===== src/rtl/omega_router.sv =====
`timescale 1ns/1ps
module omega_router #(
  parameter int N = 8,
  parameter int W = 16
) (
  input  logic           clk,
  input  logic           rst_n,
  input  logic [N-1:0]   in_valid,
  input  logic [N*$clog2(N)-1:0] in_dest,
  input  logic [N*W-1:0] in_data,
  output logic [N-1:0]   in_stall,
  output logic [N-1:0]   out_valid,
  output logic [N*$clog2(N)-1:0] out_src,
  output logic [N*W-1:0] out_data
);
  localparam int LG = $clog2(N);
  localparam int S  = LG;
  localparam int H  = N / 2;

  function automatic int shuf(input int p);
    return ((p << 1) | (p >> (LG - 1))) & (N - 1);
  endfunction

  // admission pass: full route of this cycle's offers
  logic [N-1:0]  wv  [S+1];
  logic [LG-1:0] ws  [S+1][N];
  logic [N-1:0]  shv [S];
  logic [LG-1:0] shs [S][N];
  logic [N-1:0]  grant;

  always_comb begin
    wv[0] = in_valid;
    for (int p = 0; p < N; p++) ws[0][p] = LG'(p);
    for (int s = 0; s < S; s++) begin
      for (int p = 0; p < N; p++) begin
        shv[s][shuf(p)] = wv[s][p];
        shs[s][shuf(p)] = ws[s][p];
      end
      wv[s+1] = '0;
      for (int p = 0; p < N; p++) ws[s+1][p] = '0;
      for (int j = 0; j < H; j++) begin
        logic ba, bb;
        ba = in_dest[int'(shs[s][2*j])   * LG + (S - 1 - s)];
        bb = in_dest[int'(shs[s][2*j+1]) * LG + (S - 1 - s)];
        if (shv[s][2*j]) begin
          wv[s+1][2*j + int'(ba)] = 1'b1;
          ws[s+1][2*j + int'(ba)] = shs[s][2*j];
        end
        if (shv[s][2*j+1] && !(shv[s][2*j] && ba == bb)) begin
          wv[s+1][2*j + int'(bb)] = 1'b1;
          ws[s+1][2*j + int'(bb)] = shs[s][2*j+1];
        end
      end
    end
  end

  always_comb begin
    grant = '0;
    for (int p = 0; p < N; p++)
      if (wv[S][p]) grant[ws[S][p]] = 1'b1;
  end

  assign in_stall = in_valid & ~grant;

  // registered stages
  logic [N-1:0]  pv   [S];
  logic [LG-1:0] pd   [S][N];
  logic [LG-1:0] psrc [S][N];
  logic [W-1:0]  pdat [S][N];

  logic [N-1:0]  tv   [S];
  logic [LG-1:0] td   [S][N];
  logic [LG-1:0] tsrc [S][N];
  logic [W-1:0]  tdat [S][N];

  logic [N-1:0]  nv   [S];
  logic [LG-1:0] nd   [S][N];
  logic [LG-1:0] nsrc [S][N];
  logic [W-1:0]  ndat [S][N];

  always_comb begin
    for (int s = 0; s < S; s++) begin
      for (int p = 0; p < N; p++) begin
        if (s == 0) begin
          tv[s][shuf(p)]   = in_valid[p] & grant[p];
          td[s][shuf(p)]   = in_dest[p*LG +: LG];
          tsrc[s][shuf(p)] = LG'(p);
          tdat[s][shuf(p)] = in_data[p*W +: W];
        end else begin
          tv[s][shuf(p)]   = pv[s-1][p];
          td[s][shuf(p)]   = pd[s-1][p];
          tsrc[s][shuf(p)] = psrc[s-1][p];
          tdat[s][shuf(p)] = pdat[s-1][p];
        end
      end
      for (int j = 0; j < H; j++) begin
        for (int k = 0; k < 2; k++) begin
          logic ta, tb;
          ta = tv[s][2*j]   && (td[s][2*j][S-1-s]   == k[0]);
          tb = tv[s][2*j+1] && (td[s][2*j+1][S-1-s] == k[0]);
          nv[s][2*j+k]   = ta | tb;
          nd[s][2*j+k]   = ta ? td[s][2*j]   : td[s][2*j+1];
          nsrc[s][2*j+k] = ta ? tsrc[s][2*j] : tsrc[s][2*j+1];
          ndat[s][2*j+k] = ta ? tdat[s][2*j] : tdat[s][2*j+1];
        end
      end
    end
  end

  always_ff @(posedge clk or negedge rst_n) begin
    if (!rst_n) begin
      for (int s = 0; s < S; s++) begin
        pv[s] <= '0;
        for (int p = 0; p < N; p++) begin
          pd[s][p]   <= '0;
          psrc[s][p] <= '0;
          pdat[s][p] <= '0;
        end
      end
    end else begin
      for (int s = 0; s < S; s++) begin
        pv[s] <= nv[s];
        for (int p = 0; p < N; p++) begin
          pd[s][p]   <= nd[s][p];
          psrc[s][p] <= nsrc[s][p];
          pdat[s][p] <= ndat[s][p];
        end
      end
    end
  end

  assign out_valid = pv[S-1];
  for (genvar p = 0; p < N; p++) begin : g_out
    assign out_src[p*LG +: LG] = psrc[S-1][p];
    assign out_data[p*W +: W]  = pdat[S-1][p];
  end

  // checks
  for (genvar i = 0; i < N; i++) begin : g_chk_in
    AST_STALL_NEEDS_VALID: assert property (@(posedge clk) disable iff (!rst_n)
      in_stall[i] |-> in_valid[i]);
  end

  AST_SOME_PROGRESS: assert property (@(posedge clk) disable iff (!rst_n)
    (in_valid != '0) |-> (in_stall != in_valid));

  for (genvar s = 1; s < S; s++) begin : g_chk_stage
    for (genvar j = 0; j < H; j++) begin : g_sw
      AST_NO_CLASH: assert property (@(posedge clk) disable iff (!rst_n)
        (tv[s][2*j] && tv[s][2*j+1]) |->
        (td[s][2*j][S-1-s] != td[s][2*j+1][S-1-s]));
    end
  end

  for (genvar p = 0; p < N; p++) begin : g_chk_out
    AST_PORT_MATCHES_DEST: assert property (@(posedge clk) disable iff (!rst_n)
      out_valid[p] |-> (pd[S-1][p] == LG'(p)));
    for (genvar i = 0; i < N; i++) begin : g_src
      AST_FIXED_LATENCY: assert property (@(posedge clk) disable iff (!rst_n)
        (out_valid[p] && out_src[p*LG +: LG] == LG'(i)) |->
        $past(in_valid[i] && !in_stall[i], 3));
    end
  end
endmodule


===== config.mk =====
export PLATFORM = sky130hd
export DESIGN_NAME = omega_router
export DESIGN_NICKNAME = d
export VERILOG_FILES = /design/src/rtl/omega_router.sv
export SDC_FILE = /design/constraint.sdc
export NUM_CORES = 1
export LEC_CHECK = 0
export CORE_MARGIN = 3
export CORE_UTILIZATION = 45
export CTS_BUF_LIST = sky130_fd_sc_hd__clkbuf_8 sky130_fd_sc_hd__clkbuf_16
export DETAILED_ROUTE_END_ITERATION = 10
export GPL_TIMING_DRIVEN = 0
export PLACE_DENSITY = 0.7
export SLEW_MARGIN = 5
export SYNTH_ARGS = -nofsm -noshare
export SYNTH_HDL_FRONTEND = slang
export SYNTH_SLANG_ARGS = --single-unit

===== constraint.sdc =====
create_clock -name clk -period 8.2 [get_ports clk]
set_input_delay 0.82 -clock clk [delete_from_list [all_inputs] [get_ports clk]]
set_output_delay 0.82 -clock clk [all_outputs]
set_load 0.05 [all_outputs]

# Word-level counts from Yosys, hierarchy flattened
# Cells that the tools add are included.
[classes]
add_sub_neg = 26
multipliers = 16
n_lt_le_gt_ge = 126
eq_ne = 12
muxes = 291
bitwise = 127
n_reduce_logical = 139
[op_table]
columns = ["cell", "count"]
rows = [
  ["32-bit by 4-bit greater-or-equal comparator with 1-bit output, second input constant", 23],
  ["32-bit by 1-bit less-than comparator with 1-bit output, second input constant", 23],
  ["32-bit by 1-bit greater-or-equal comparator with 1-bit output, second input constant", 18],
  ["32-bit by 5-bit less-than comparator with 1-bit output, second input constant", 18],
  ["24-bit 2-to-1 mux", 23],
  ["16-bit 2-to-1 mux", 24],
  ["4-bit inverter with 32-bit output", 12],
  ["24-bit bitwise mux", 14],
  ["8-bit 2-to-1 mux", 29],
  ["8-bit OR", 27],
  ["3-bit demux with 3-bit select", 23],
  ["3-bit inverter with 32-bit output", 6],
  ["1-bit inverter with 32-bit output", 5],
  ["3-bit 2-to-1 mux", 47],
  ["1-bit logical AND", 127],
  ["1-bit binary-select mux with 5-bit select", 16],
  ["3-bit by 2-bit multiplier with 5-bit output, second input constant", 16],
  ["1-bit demux with 3-bit select", 26],
  ["1-bit 2-to-1 mux", 72],
  ["3-bit by 1-bit adder with 4-bit output, first input constant", 12],
  ["5-bit by 1-bit adder with 6-bit output, second input constant", 8],
  ["24-bit bitwise AND", 2],
  ["5-bit by 6-bit less-than comparator with 1-bit output, second input constant", 8],
  ["6-bit less-than comparator, second input constant", 8],
  ["19 further kinds", 150],
]
[totals]
ff_bits = 504
inputBits = 162
output_inout_bits = 168
wordCells = 804

# Depth between registers and ports, before layout
# Gate-level depths: netlist of run 1.
[logic_depth]
ltp_word = 92
mapped_depth = 24
depth_no_buf = 21

# Worst setup path before layout of run 1
# OpenSTA, ideal clock, no wires.
[synth_path]
kind = "input to output"
start = "input in_valid[5]"
end = "output in_stall[3]"
t_arrival_ps = 6737
required_ps = 7380
setup_slack_ps = 643
path_stages = 19
n_path_buf = 2
path_cell_list = "buf_6 nor2b_4 nor2_1 ha_1 or2_2 o211a_1 a211oi_1 a211oi_2 o2bb2ai_1 inv_1 fa_1 clkbuf_1 mux4_2 o211ai_1 o21ai_0 o211ai_1 nand3_1 nand3_1 nor4bb_1"
[synth_via]
elab_chain_len = 82
word_cells_on_any_way = 433
[synth_rtl]
columns = ["item", "line", "source"]
rows = [
  ["from (decl)", "8", "input logic [N-1:0] in_valid,"],
  ["1-bit logical AND *", "49", "if (shv[s][2*j+1] && !(shv[s][2*j] && ba == bb)) begin"],
  ["24-bit 2-to-1 mux", "49", ""],
  ["16-bit bitwise AND (no line) / 8-bit OR (equally long branches)", "-", ""],
  ["24-bit 2-to-1 mux", "45", "if (shv[s][2*j]) begin"],
  ["8-bit bitwise AND (no line) / 16-bit OR (equally long branches)", "-", ""],
  ["24-bit 2-to-1 mux", "49", ""],
  ["16-bit OR (no line) / 8-bit bitwise AND (equally long branches)", "-", ""],
  ["24-bit 2-to-1 mux", "45", ""],
  ["[66 not listed]", "-", ""],
  ["8-bit OR (no line)", "-", ""],
  ["8-bit 2-to-1 mux", "60", "if (wv[S][p]) grant[ws[S][p]] = 1'b1;"],
  ["8-bit OR (no line)", "-", ""],
  ["8-bit 2-to-1 mux", "60", ""],
  ["8-bit OR (no line)", "-", ""],
  ["8-bit 2-to-1 mux *", "60", ""],
  ["8-bit inverter *", "63", "assign in_stall = in_valid & ~grant;"],
  ["8-bit bitwise AND *", "63", ""],
  ["to (decl)", "11", "output logic [N-1:0] in_stall,"],
]
# Every way passes the cells marked *; elsewhere a longest branch is shown, timed or not. The select of a mux whose other input is x is not followed.

# Worst setup path after layout of run 1
[layout_path]
start = "input in_dest[8]"
end = "output in_stall[1]"
[layout_via]
elab_chain_len = 87
word_cells_on_any_way = 447
[layout_rtl]
columns = ["item", "line", "source"]
rows = [
  ["from (decl)", "9", "input logic [N*$clog2(N)-1:0] in_dest,"],
  ["3-bit by 1-bit adder with 4-bit output", "46, 47", ""],
  ["4-bit inverter with 32-bit output (implied by the code)", "47", "ws[s+1][2*j + int'(ba)] = shs[s][2*j];"],
  ["32-bit by 4-bit greater-or-equal comparator with 1-bit output (implied by the code) / 32-bit by 1-bit less-than comparator with 1-bit output (equally long branches)", "47", ""],
  ["1-bit logical AND (implied by the code)", "47", ""],
  ["3-bit 2-to-1 mux (implied by the code)", "47", ""],
  ["3-bit demux with 3-bit select", "47", ""],
  ["16-bit inverter (no line)", "-", ""],
  ["16-bit bitwise AND (no line)", "-", ""],
  ["[71 not listed]", "-", ""],
  ["8-bit OR (no line)", "-", ""],
  ["8-bit 2-to-1 mux", "60", ""],
  ["8-bit OR (no line)", "-", ""],
  ["8-bit 2-to-1 mux", "60", ""],
  ["8-bit OR (no line)", "-", ""],
  ["8-bit 2-to-1 mux *", "60", ""],
  ["8-bit inverter *", "63", ""],
  ["8-bit bitwise AND *", "63", ""],
]
# Marked as above.

==> metrics.txt, run 1 <==
run status completed; Vias/cell 5.40; # nets final 2,275; total congestion overflow 0; commonest non-fill, non-tap cell in the layout dfrtp_1; Die X 228 µm; largest delay contributor family on the critical path buffers and inverters; Startpoint Class input port; Pre-antenna DRT Iters 6; worst-path fanout max 10; Power Density 286 nW/µm²; maxcap violations 0; Critical Path Max Stage Delay 600 ps; Rel. slew slack 25.9%; Clk Tree Root Cell clkbuf_16; Critical Path AT 7140 ps; synth-to-layout area growth 26.3%; dpl ws -1560 ps; first-pass GRT wire length 101,000 µm; largest net degree at the start of global routing 126; Final Total Pwr 7980 µW; input/output buffers 322; syn_nets 1,898; Final Skew 21.8 ps; Routed WL 70,000 µm; Synth Cell Area 22,100 µm²; commonest cells after routing, fill and taps aside dfrtp_1 (485), mux2_2 (402), clkdlybuf4s50_1 (316), buf_4 (167), nand2_1 (163); setup_tns 0 ps; worst hold path type in2async; Final Max Slew Viols 0; Hold WS 232 ps; vias 15.0k; FFs w/ async S/R, synth 100%; per-cell routed wire length 25.2 µm; Post-Syn Instances 1,710; initial antenna violation count 4; Worst path slowest cell clkdlybuf4s50_1; layout cells sized above 1 33.7%; Peak VDD IR 0.183 mV; Max Fclk 0.126 GHz; Final Cell Area 27,900 µm²; vias in the first global route 15.7k; # IOs 330; Die Y 228 µm; iteration-0 DRC count of the detailed router 1,147; setup violators final 0; Primary FF master, synth dfrtp_1; gr usage total 26.5%; Logic pwr share 35.7%; Mapped Avg Cell Area 12.9 µm²; Flop pwr share 38.5%; final hold vios 0; number of synthesized flops with an enable pin 0; Cell Area, Placed 26,300 µm²; Core Area 48,100 µm²; crit path buf inv count 6; GP Congestion 0.925; crit path kind in2out; Synth Register Bits 485; ANT nets after route 0; CTS Buf Count 46; P_sw 2690 µW; initial core utilization 46.0%; H-tree Lvls 2; CTS Sinks 485; cell row count 80; crit share post-route 97.1%; min Tclk post-route 7960 ps; CTS tree built; setup slack after layout 238 ps; RSZ-0062 raised after global routing false; worst path required time 7380 ps; Clk pwr share 25.8%; register area share after synthesis 54.8%; Worst-path clk slew 60 ps; die footprint 51,900 µm²; Post-DP HPWL 52,700 µm; crit end category output pin; Pint 5290 µW; Leakage 0.0123 µW; Least-Margin Pin Slew 1100 ps; synth warn 0; Clock Latency Late Sink 550 ps; Sw Share 33.7%; Distinct cells, synth 84; drc violations 0; clk buf depth 3
==> power by group through the flow <==
stage                     clock network (µW)  registers (µW)  logic, µW
after floorplan                            0            3010       1940
after global placement                     0            3120       2810
after detailed placement                   0            3110       2830
after CTS                               2100            3070       2850
after global routing                    2200            3110       2980
final                                   2060            3070       2850
==> per-stage QoR <==
step	std cells	util (%)
final	2777	58.0
after global routing	2775	58.0
after global placement	2688	54.4
after CTS	2773	57.9
after detailed placement	2692	54.6
after floorplan	1710	-
==> per-layer routing <==
layer | track usage (%) | up-vias | part of all wire (%)
met5 | 0 | - | 0.020
met4 | 9.99 | 2 | 4.3
met3 | 4.63 | 135 | 6.5
met2 | 43.7 | 640 | 48
met1 | 35.1 | 7734 | 41
li1 | - | 6494 | -
==> area by class of cell <==
type / count / area, µm²
Buffer: 241 / 1560
Fill cell: 3883 / 20200
Antenna cell: 2 / 5.00
Clock buffer: 62 / 1380
Clock inverter: 18 / 104
Multi-Input combinational cell: 933 / 8370
Timing Repair Buffer: 331 / 3390
Tap cell: 656 / 821
Inverter: 49 / 184
Sequential cell: 485 / 12100
==> Yosys cell counts (15+ instances only) <==
cell type  instances  share of area (%)
nor2_1            28               0.47
mux2_2           402                 20
clkbuf_1          61                1.0
dfrtp_1          485                 55
nand2_1          163                2.8
buf_1             15               0.25
buf_4            162                5.5
inv_1             48               0.81
a21oi_1           18               0.41
mux4_2            18                1.8
nor2b_1           29               0.82
mux2i_1           31                1.4
ha_1              22                1.2
o21ai_0           17               0.38
==> state kept, by name (all words and copies together) (netlist names) <==
signal     cells
pdat         256
out_data     128
psrc          29
out_src       24
pd            24
pv            16
out_valid      8
==> worst reg2reg max path, cell delays in order, from the launching register on <==
cell	delay, ps
dfrtp_1	390
nor2b_1	140
buf_1	830
mux2_2	430
==> logic make-up after synthesis <==
logic type / Yosys count / share of synthesized area, %
flops: 485 / 54.8
mux: 460 / 24.3
simple gates: 304 / 6.51
buf+inv: 292 / 7.80
compound gates: 134 / 4.65
fa+ha+maj: 26 / 1.61
xor+xnor: 7 / 0.277
other cells: 2 / 0.0339
==> worst paths after layout <==
path / start / endpoint / slack (ps) / cells past startpoint
max in group asynchronous: rst_n / pdat[133]$_DFF_PN0_ / 6720 / 3
min in group clk: psrc[33]$_DFF_PN0_ / out_src[3]$_DFF_PN0_ / 470 / 1
worst min register to register: psrc[33]$_DFF_PN0_ / out_src[3]$_DFF_PN0_ / 470 / 1
worst max-delay path: in_dest[8] / in_stall[1] / 240 / 25
worst min-delay path: rst_n / out_src[4]$_DFF_PN0_ / 230 / 1
worst max register to register: pd[45]$_DFF_PN0_ / out_data[7]$_DFF_PN0_ / 6290 / 3
==> repair_timing <==
action / 4_1_cts / 5_1_grt
pin swaps: 1 / 3
setup endpoints to repair: 4 / 4
buffers inserted: 1 / 4
gates resized for setup: 38 / 14
hold buffers: 0 / 0
cloned: 0 / 0
Note: power is estimated with default switching activity, not from simulation.
==> inputs of run 2 (changes only) <==
--- a/config.mk
+++ b/config.mk
@@ -11,7 +11,6 @@
 export DETAILED_ROUTE_END_ITERATION = 10
 export GPL_TIMING_DRIVEN = 0
 export PLACE_DENSITY = 0.7
-export SLEW_MARGIN = 5
 export SYNTH_ARGS = -nofsm -noshare
 export SYNTH_HDL_FRONTEND = slang
 export SYNTH_SLANG_ARGS = --single-unit
==> run 2 against run 1 <==
  * Total power increased by 1.4%
  * Die area unchanged
  * Final cell count unchanged
  * Highest routed layer unchanged
==> metrics.txt, run 2 (synthesis results as in run 1) <==
run status completed (unchanged); Clock Latency Late Sink 560 ps (was 550 ps); Ant. Diodes 0 (was 2); max reg flops 256 (unchanged); Post-DP HPWL 52,600 µm (was 52,700 µm); GP Congestion 0.925 (unchanged); drc violations 0 (unchanged); hold buffers post-CTS 0 (unchanged); Routed WL 70,200 µm (was 70,000 µm); min Tclk post-route 8020 ps (was 7960 ps); Final Skew 18.9 ps (was 21.8 ps); Peak VDD IR 0.152 mV (was 0.183 mV); Least-Margin Pin Slew 1060 ps (was 1100 ps); Final Max Slew Viols 0 (unchanged); Core Area 48,100 µm² (unchanged); Final Core Density 58.2% (was 58.0%); worst-path fanout max 10 (unchanged); P_sw 2720 µW (was 2690 µW); maxcap violations 0 (unchanged); vias in the first global route 15.7k (about the same); Critical Path AT 7200 ps (was 7140 ps); Biggest register pdat (unchanged); crit end category output pin (unchanged); Die X 228 µm (unchanged); setup violators final 0 (unchanged); CTS Buf Count 46 (unchanged); final hold vios 0 (unchanged); Rel. slew slack 28.6% (was 25.9%); commonest cells after routing, fill and taps aside dfrtp_1 (485), mux2_2 (402), clkdlybuf4s50_1 (317), buf_4 (166), nand2_1 (163) (was dfrtp_1 (485), mux2_2 (402), clkdlybuf4s50_1 (316), buf_4 (167), nand2_1 (163)); Worst-path clk slew 60 ps (about the same); first-pass GRT wire length 102,000 µm (was 101,000 µm); Leakage 0.0123 µW (about the same); Logic pwr share 35.2% (was 35.7%); crit path kind in2out (unchanged); clk buf depth 3 (unchanged); die footprint 51,900 µm² (unchanged); synth-to-layout area growth 26.6% (was 26.3%); gr usage total 26.7% (was 26.5%); RSZ-0062 raised after global routing true (was false); crit share post-route 97.8% (was 97.1%); vias 14.9k (was 15.0k); CTS tree built (unchanged); Clk pwr share 26.9% (was 25.8%); dpl cells 2,692 (unchanged); Flop pwr share 37.9% (was 38.5%); total congestion overflow 0 (unchanged); largest net degree at the start of global routing 129 (was 126); area of the multi-input gates 8390 µm² (was 8370 µm²); Clk Tree Root Cell clkbuf_16 (unchanged); iteration-0 DRC count of the detailed router 1,175 (was 1,147); initial antenna violation count 2 (was 4); Pre-antenna DRT Iters 5 (was 6); Power Density 289 nW/µm² (was 286 nW/µm²); cell row count 80 (unchanged); initial core utilization 46.0% (unchanged); Pint 5380 µW (was 5290 µW); per-cell routed wire length 25.3 µm (was 25.2 µm); worst hold path type in2async (unchanged); H-tree Lvls 2 (unchanged); filler instances 3,880 (was 3,883); layout cells sized above 1 33.8% (was 33.7%); Vias/cell 5.36 (was 5.40); Sw Share 33.6% (was 33.7%); Die Y 228 µm (unchanged); ANT nets after route 0 (unchanged); # nets final 2,273 (was 2,275); Startpoint Class input port (unchanged); CTS Sinks 485 (unchanged); # IOs 330 (unchanged); worst path required time 7380 ps (about the same); input/output buffers 322 (unchanged); commonest non-fill, non-tap cell in the layout dfrtp_1 (unchanged); Seq. cell area 12,100 µm² (unchanged); Max Fclk 0.125 GHz (was 0.126 GHz); Non-Filler Instances 2,777 (unchanged)
[run 2: routing by layer]
layer / vias to the layer above / share of wire (%) / track usage [%] / routed length [µm]
li1: 6492 / - / - / -
met4: 2 / 3.6 / 8.74 / 2510
met5: - / 0.011 / 0 / 8
met3: 107 / 7.4 / 5.65 / 5230
met2: 633 / 48 / 44.9 / 34100
met1: 7661 / 40 / 34.6 / 28400
[run 2: per-stage QoR]
step	setup TNS [ps]	hold slack, ps	total power [µW]	area (µm²)	worst slack, ps
floorplan	0	445	4950	22100	643
global placement	-6732180	454	5920	26200	-13910
detailed placement	-11230	458	5940	26300	-1560
CTS	-31.6	225	8130	27900	-31.6
global route	-76.4	248	8410	28000	-76.4
finish	0	204	8090	28000	181
[run 2: timing repair]
action                     in CTS  in global routing
gates resized for setup        37                 17
pin swaps                       1                  2
setup endpoints to repair       4                  4
buffers inserted                1                  2
cloned                          0                  0
[run 2: critical path: stages]
cell	delay, ps
clkdlybuf4s50_1	590
clkbuf_4	330
and2_1	240
nor2_1	80
ha_1	460
mux2i_1	140
or4_1	430
clkbuf_1	260
nand2_1	190
mux2_2	340
nor2_1	230
nand2_1	150
o32ai_2	210
ha_2	320
mux4_2	520
o31ai_1	90
a21o_1	160
and3b_1	190
mux2i_2	120
a32oi_2	240
buf_4	180
clkbuf_8	210
nand2_1	70
nor2_1	210
clkdlybuf4s15_2	410
[run 2: power by group through the flow]
| stage | logic, µW | clock network, µW | registers, µW |
|---|---|---|---|
| after floorplan | 1940 | 0 | 3010 |
| after global placement | 2810 | 0 | 3120 |
| after detailed placement | 2830 | 0 | 3110 |
| after CTS | 2850 | 2210 | 3070 |
| after global routing | 2980 | 2310 | 3110 |
| final | 2850 | 2170 | 3070 |
[run 2: cell type report]
type,count,area share [%]
Multi-Input combinational cell,933,29.9
Clock inverter,25,0.741
Timing Repair Buffer,329,12.0
Buffer,241,5.56
Tap cell,656,2.93
Clock buffer,59,4.87
Sequential cell,485,43.3
Inverter,49,0.657
[run 2: worst paths after layout]
kind / endpoint / depth (start not counted) / from / slack, ps
worst max-delay path: in_stall[1] / 25 / in_dest[8] / 180
worst min-delay path: out_src[10]$_DFF_PN0_ / 1 / rst_n / 200
worst max register to register: out_data[64]$_DFF_PN0_ / 3 / pd[39]$_DFF_PN0_ / 6300
worst min register to register: out_valid[1]$_DFF_PN0_ / 2 / pv[12]$_DFF_PN0_ / 470
max in group asynchronous: out_data[77]$_DFF_PN0_ / 3 / rst_n / 6770
min in group clk: out_valid[1]$_DFF_PN0_ / 2 / pv[12]$_DFF_PN0_ / 470
==> inputs of run 3 (changes only) <==
--- a/config.mk
+++ b/config.mk
@@ -7,10 +7,10 @@
 export LEC_CHECK = 0
 export CORE_MARGIN = 3
 export CORE_UTILIZATION = 45
-export CTS_BUF_LIST = sky130_fd_sc_hd__clkbuf_8 sky130_fd_sc_hd__clkbuf_16
+export CTS_CLUSTER_DIAMETER = 100
 export DETAILED_ROUTE_END_ITERATION = 10
 export GPL_TIMING_DRIVEN = 0
-export PLACE_DENSITY = 0.7
+export PLACE_DENSITY_LB_ADDON = 0.1
 export SYNTH_ARGS = -nofsm -noshare
 export SYNTH_HDL_FRONTEND = slang
 export SYNTH_SLANG_ARGS = --single-unit
==> run 3 against run 2 <==
  * Final cell count is essentially flat
  * Die area did not move
  * Critical path type unchanged
  * Utilization unchanged
  * Register-to-register slack about the same
  * Clock power rose by 2%
  * Wire length rose by 0.84%
  * Worst hold slack worse by 42 ps
  * Setup slack better by 120 ps
  * Critical endpoint is now in_stall[7]
  * Sequential share of layout area is the same
==> metrics.txt, run 3 (synthesis results as in run 1) <==
commonest non-fill, non-tap cell in the layout dfrtp_1 (unchanged); GP Congestion 0.983 (was 0.925); Clk Tree Root Cell clkbuf_16 (unchanged); Core Area 48,100 µm² (unchanged); clk buf depth 3 (unchanged); Worst path slowest cell clkdlybuf4s50_1 (unchanged); Startpoint Class input port (unchanged); RSZ-0062 raised after global routing true (unchanged); Seq. cell area 12,100 µm² (unchanged); Peak VDD IR 0.138 mV (was 0.152 mV); crit end category output pin (unchanged); Pre-antenna DRT Iters 5 (unchanged); Critical Path AT 7080 ps (was 7200 ps); # nets final 2,276 (was 2,273); area of the multi-input gates 8370 µm² (was 8390 µm²); CTS Buf Count 50 (was 46); Rel. slew slack 23.0% (was 28.6%); first-pass GRT wire length 103,000 µm (was 102,000 µm); initial antenna violation count 2 (unchanged); largest net degree at the start of global routing 124 (was 129); worst path required time 7380 ps (about the same); initial core utilization 46.0% (unchanged); Final Max Slew Viols 0 (unchanged); worst-path fanout max 10 (unchanged); final hold vios 0 (unchanged); worst hold path type in2async (unchanged); CTS tree built (unchanged); vias in the first global route 15.6k (was 15.7k); Power Density 290 nW/µm² (was 289 nW/µm²); die footprint 51,900 µm² (unchanged); per-cell routed wire length 25.5 µm (was 25.3 µm); layout cells sized above 1 33.8% (about the same); Ant. Diodes 0 (unchanged); Cell Area, Placed 26,300 µm² (unchanged); Post-DP HPWL 53,600 µm (was 52,600 µm); Clock Latency Late Sink 580 ps (was 560 ps); Die X 228 µm (unchanged); H-tree Lvls 2 (unchanged); Biggest register pdat (unchanged); crit share post-route 96.3% (was 97.8%); commonest cells after routing, fill and taps aside dfrtp_1 (485), mux2_2 (402), clkdlybuf4s50_1 (317), buf_4 (164), nand2_1 (163) (was dfrtp_1 (485), mux2_2 (402), clkdlybuf4s50_1 (317), buf_4 (166), nand2_1 (163)); hold buffers post-CTS 0 (unchanged); # IOs 330 (unchanged); max reg flops 256 (unchanged); min Tclk post-route 7900 ps (was 8020 ps); Die Y 228 µm (unchanged); Vias/cell 5.33 (was 5.36); ANT nets after route 0 (unchanged); filler instances 3,962 (was 3,880); gr usage total 27.1% (was 26.7%); setup violators final 0 (unchanged); Worst-path clk slew 60 ps (about the same); crit path cell chain clkdlybuf4s50_1, clkbuf_4, and2_1, nor2_1, ha_1, mux2i_1, or4_1, clkbuf_1, nand2_1, mux2_2, nor2_1, nand2_1, o32ai_2, ha_2, mux4_2, o31ai_1, a21o_1, a21oi_1, mux2i_2, nand2_1, o32ai_2, a211oi_2, and2_1, clkdlybuf4s15_2; input/output buffers 322 (unchanged); Crit path top cell by count nand2_1; maxcap violations 0 (unchanged); total congestion overflow 0 (unchanged); crit path kind in2out (unchanged); Final Cell Area 28,000 µm² (unchanged); Max Fclk 0.127 GHz (was 0.125 GHz); Leakage 0.0123 µW (about the same); dpl cells 2,692 (unchanged); iteration-0 DRC count of the detailed router 1,098 (was 1,175); cell row count 80 (unchanged); CTS Sinks 485 (unchanged); Least-Margin Pin Slew 1160 ps (was 1060 ps); run status completed (unchanged); Non-Filler Instances 2,779 (was 2,777); synth-to-layout area growth 26.6% (unchanged); Final Skew 20.0 ps (was 18.9 ps); vias 14.8k (was 14.9k); drc violations 0 (unchanged); Routed WL 70,800 µm (was 70,200 µm); Critical Path Max Stage Delay 590 ps (about the same)
[run 3: changes by cell type in the layout (fill, tap and decap cells not counted), moves of 2 or more]
cell,before,now
inv_1,64,48
clkbuf_1,56,68
clkbuf_8,11,15
bufinv_16,4,1
clkinv_2,4,7
a21oi_1,16,18
a21oi_2,2,0
buf_4,166,164
clkbuf_16,49,51
inv_6,0,2
[run 3: where the power goes]
group	total (µW)	leakage [µW]	internal (µW)	switching [µW]
combinational	2840	0.00579	1230	1610
clock	2210	0.000797	1290	919
sequential	3080	0.00566	2850	222
total	8130	0.0123	5380	2750
[run 3: area by class of cell]
type / instances / area share, %
Sequential cell: 485 / 43.3
Multi-Input combinational cell: 933 / 29.9
Timing Repair Buffer: 327 / 11.9
Buffer: 242 / 5.58
Clock buffer: 76 / 5.39
Tap cell: 656 / 2.93
Inverter: 49 / 0.657
Clock inverter: 11 / 0.326
[run 3: layer usage]
layer | part of all wire [%] | vias to the layer above | track usage, %
li1 | - | 6515 | -
met3 | 6.2 | 135 | 4.88
met2 | 49 | 591 | 45.7
met1 | 41 | 7582 | 35.5
met5 | 0.018 | - | 0
met4 | 3.6 | 2 | 9.35
[run 3: timing repair]
item | in CTS | in global routing
pin swaps | 0 | 2
setup endpoints to repair | 4 | 4
gates resized for setup | 33 | 18
buffers inserted | 0 | 1
cloned | 0 | 0
[run 3: worst paths after layout]
kind | startpoint | end | slack (ps) | cells past startpoint
hold reg to reg | psrc[33]$_DFF_PN0_ | out_src[3]$_DFF_PN0_ | 470 | 1
hold / removal | rst_n | out_src[3]$_DFF_PN0_ | 160 | 1
min in group clk | psrc[33]$_DFF_PN0_ | out_src[3]$_DFF_PN0_ | 470 | 1
max in group asynchronous | rst_n | out_src[14]$_DFF_PN0_ | 6250 | 4
setup / recovery | in_dest[8] | in_stall[7] | 300 | 24
setup reg to reg | pd[39]$_DFF_PN0_ | out_data[72]$_DFF_PN0_ | 6310 | 3
[run 3: worst max-delay path, delay by kind of cell]
kind,cells,cell delay (ps)
fa+ha+maj,2,740
mux,4,1330
compound gates,6,950
simple gates,8,1710
buf+inv,4,1490
[run 3: through the flow]
stage	hold slack (ps)	TNS (ps)	util, %	total power, µW	worst slack [ps]
2_1_floorplan	445	0	-	4950	643
3_3_place_gp	450	-6949050	54.4	5940	-14350
3_5_place_dp	453	-12560	54.6	5950	-1470
4_1_cts	157	0	58.1	8190	11.3
5_1_grt	190	-17.1	58.2	8460	-17.1
6_report	162	0	58.2	8130	302
